$ cat src/rtl/apc_xor_tree.sv
module apc_xor_tree #(
  parameter int W       = 22,
  parameter int GROUP_W = 4
) (
  input  logic [W-1:0] vec_i,
  output logic         par_o
);
  localparam int NG = (W + GROUP_W - 1) / GROUP_W;
  localparam int PW = NG * GROUP_W;

  logic [PW-1:0] padded;
  logic [NG-1:0] grp;

  always_comb begin
    padded        = '0;
    padded[W-1:0] = vec_i;
  end

  // First level: one XOR per group of GROUP_W leaves.
  generate
    for (genvar g = 0; g < NG; g++) begin : g_grp
      assign grp[g] = ^padded[g*GROUP_W +: GROUP_W];
    end
  endgenerate

  // Second level: fold the group results.
  assign par_o = ^grp;
endmodule

$ cat src/rtl/apc_capture.sv
module apc_capture #(
  parameter int ADDR_W  = 16,
  parameter int BANK_W  = 3,
  parameter int CMD_W   = 3,
  parameter int CS_W    = 4,
  parameter int GROUP_W = 4
) (
  input  logic              clk,
  input  logic              rst,
  input  logic [ADDR_W-1:0] addr_i,
  input  logic [BANK_W-1:0] bank_i,
  input  logic [CMD_W-1:0]  cmd_i,
  input  logic [CS_W-1:0]   cs_n_i,
  output logic              par_q,
  output logic              qual_q
);
  localparam int LEAF_W = ADDR_W + BANK_W + CMD_W;

  logic [LEAF_W-1:0] leaves;
  logic              leaf_par;

  assign leaves = {addr_i, bank_i, cmd_i};

  apc_xor_tree #(.W(LEAF_W), .GROUP_W(GROUP_W)) u_tree (
    .vec_i (leaves),
    .par_o (leaf_par)
  );

  always_ff @(posedge clk) begin
    if (rst) begin
      par_q  <= 1'b0;
      qual_q <= 1'b0;
    end else begin
      par_q  <= leaf_par;
      qual_q <= ~&cs_n_i;
    end
  end

  // a fully deselected cycle never becomes a checked cycle
  p_idle_cs_no_qual_r5: assert property (@(posedge clk) disable iff (rst)
    (&cs_n_i) |=> !qual_q);

  // any single active chip select qualifies the cycle
  p_any_cs_qual_r8: assert property (@(posedge clk) disable iff (rst)
    (!(&cs_n_i)) |=> qual_q);
endmodule

$ cat config.mk
export PLATFORM = sky130hd
export DESIGN_NAME = apc_capture
export DESIGN_NICKNAME = d
export VERILOG_FILES = /design/src/rtl/apc_xor_tree.sv /design/src/rtl/apc_capture.sv
export SDC_FILE = /design/constraint.sdc
export NUM_CORES = 1
export LEC_CHECK = 0
export BUFFER_PORTS_ARGS = -buffer_cell sky130_fd_sc_hd__buf_2
export CELL_PAD_IN_SITES_DETAIL_PLACEMENT = 0
export CELL_PAD_IN_SITES_GLOBAL_PLACEMENT = 1
export CORE_AREA = 5 5 42 44
export CTS_BUF_LIST = sky130_fd_sc_hd__clkbuf_2 sky130_fd_sc_hd__clkbuf_4 sky130_fd_sc_hd__clkbuf_8
export DETAILED_ROUTE_END_ITERATION = 10
export DIE_AREA = 0 0 47 49
export GPL_TIMING_DRIVEN = 0
export PLACE_DENSITY_LB_ADDON = 0.1
export SETUP_SLACK_MARGIN = 0.1
export SLEW_MARGIN = 20
export SYNTH_ARGS = -nofsm -noshare
export SYNTH_HDL_FRONTEND = slang
export SYNTH_SLANG_ARGS = --single-unit
$ cat constraint.sdc
create_clock -name clk -period 3.04 [get_ports clk]
set_clock_uncertainty 0.1 [all_clocks]
set_input_delay 0.304 -clock clk [delete_from_list [all_inputs] [get_ports clk]]
set_output_delay 0.304 -clock clk [all_outputs]
set_load 0.02 [all_outputs]
==> results.py <==
metrics = {
    "outcome": {
        "status": "complete, no violations",
    },
    "timing": {
        "slew-limit-headroom": 0.875,
        "max_freq_mhz": 758,
        "worst_pin_slew_ns": 0.187,
        "setup_ws_ns": 1.72,
        "setup_violations": 0,
        "hold_ws_ns": 0.160,
        "final-hold-violation-count": 0,
        "rsz0062_at_grt": "no",
        "fin_crit_sh": 0.434,
        "fin_tns_setup_ns": 0,
        "maxSlewViolCount": 0,
        "fin_crit_ns": 1.32,
    },
    "floorplanning": {
        "die-area_mm2": 0.00230,
        "die_y_um": 49,
        "initial_core_util": 0.172,
        "ioPinCount": 30,
        "rows": 14,
        "core_mm2": 0.00140,
        "fp.dieW_um": 47,
    },
    "finish": {
        "final_layout_size_suffix_gt1_frac": 0.571,
        "diodes": 0,
        "design_area_um2": 429,
        "area_growth_pct": 77.7,
        "final_nets": 86,
    },
    "grt": {
        "antenna_found_initial": 0,
        "grt_overflow_total": 0,
        "grt_start_max_net_pins": 3,
        "grt_pass1_vias": 259,
        "gr-usage-all-layers": 0.0514,
        "grt_pass1_wl_um": 903,
    },
    "clocking": {
        "numCtsBuffers": 3,
        "path_clk_slew_ns": 0.03,
        "root_buffer": "clkbuf_4",
        "postCtsHoldBufs": 0,
        "cts.sinks": 2,
        "cts_resized": 0,
        "cts_tree": "yes",
        "post-cts-setup-buffer-count": 0,
        "htreeDepth": 1,
        "cts_max_path_buffers": 2,
    },
    "place": {
        "portBuffers": 29,
        "place_congestion": 0.638,
        "dp_slack_ns": 1.49,
        "placed_area_um2": 407,
    },
    "power_and_ir_drop": {
        "p_per_area_mw_per_mm2": 463,
        "power.leakage_nw": 0.206,
        "power_mw": 0.199,
        "ir_drop_mv": 0.145,
    },
    "critical_path": {
        "setup.worst_path.start_class": "primary input",
        "path_common_cell": "xnor2_1",
        "critPathRequiredTime_ns": 3.09,
        "cp_max_fo": 1,
        "path_cells": "buf_2 > xnor2_1 > xnor2_1 > xnor2_1 > xnor3_1 > nor2_1",
        "critical_path_class": "in -> reg",
        "crit_slowest_cell": "xnor3_1",
        "cp-startpoint": "addr_i[10]",
        "cp-end-kind": "register",
        "arrival_ns": 1.37,
        "slowest_delay_ns": 0.41,
    },
    "drt": {
        "routedWlPerCell_um": 8.43,
        "ant_nets": 0,
        "wl_um": 607,
        "drcViolationCount": 0,
        "drt_iter0_drc": 0,
        "drt-pass1-iter-count": 1,
        "num_vias": 258,
        "vias_per_cell": 3.58,
    },
    "yosys": {
        "ys_seq_area_frac": 0.166,
        "syn_avg_cell_area_um2": 10.1,
        "yosysTopAreaCell": "xnor2_1",
        "yosys_warnings": 0,
        "syn_nets": 52,
        "netlist_area_um2": 241,
        "synth.top_cells.by_area": "xnor2_1 (65%), dfxtp_1 (17%), xnor3_1 (9.3%)",
        "yosysTopAreaCellShare": 0.653,
        "ys_types": 6,
        "ys_ff_latch": 2,
        "synthCells": 24,
    },
    "min_path": {
        "worstHoldStart": "rst",
        "min_path_type": "in -> reg",
    },
    "flow_run": {
        "maxCapViolCount": 0,
    },
}
path summary, 6_finish.rpt:
path                 to  cells after the start  slack [ns]
setup / recovery  par_q                      6        1.72
hold / removal    par_q                      2        0.16
area by class of cell:
cell class                 count  area (um2)
tap                           16        20.0
fill                         157         972
multi-input combinational     22         201
sequential                     2        40.0
clock buffer                   3        22.5
timing repair buffer          29         145
metrics by stage:
| step | cells | utilization |
|---|---|---|
| floorplan | 24 | - |
| global placement | 69 | 0.290 |
| detailed placement | 69 | 0.290 |
| CTS | 72 | 0.306 |
| global route | 72 | 0.306 |
| finish | 72 | 0.306 |
kinds of logic (layout without fill, tap and decap cells):
kind of cell    Yosys count  count (layout)  synth area share
xor+xnor                 20              20             0.782
simple gates              1               1            0.0155
buf+inv                   0              32                 0
flops                     2               2             0.166
compound gates            1               1            0.0363
flip-flops by register name (all words and copies together) (netlist names):
name	count
par_q	1
qual_q	1
worst max-delay path: cells and delay by family:
kind                      cells  cell delay [ns]
buffers and inverters         1             0.10
xor gates and xnor gates      4             0.88
and+or+nand+nor               1             0.08
layer usage:
metal / track usage / part of all wire / vias up
li1: - / - / 141
met5: 0 / 0 / -
met4: 0.0276 / 0 / 0
met3: 0.0148 / 0.13 / 0
met2: 0.0860 / 0.51 / 14
met1: 0.0549 / 0.36 / 103
where the power goes:
part / internal (mW) / switching (mW) / leakage [nW]
Combinational: 0.0683 / 0.0411 / 0.175
Sequential: 0.0329 / 0.000995 / 0.0168
Clock: 0.0433 / 0.0120 / 0.0138
Total: 0.144 / 0.0541 / 0.206
cell usage after synthesis:
cell type	instances
a41oi_1	1
xor2_1	1
dfxtp_1	2
xnor2_1	18
nor2_1	1
xnor3_1	1
layout by cell type, fill, tap and decap left out, drive strengths merged:
cell type,instances
buf,29
xnor2,18
clkbuf,3
dfxtp,2
a41oi,1
xor2,1
xnor3,1
nor2,1
No activity file was read; power rests on OpenSTA's default activity.
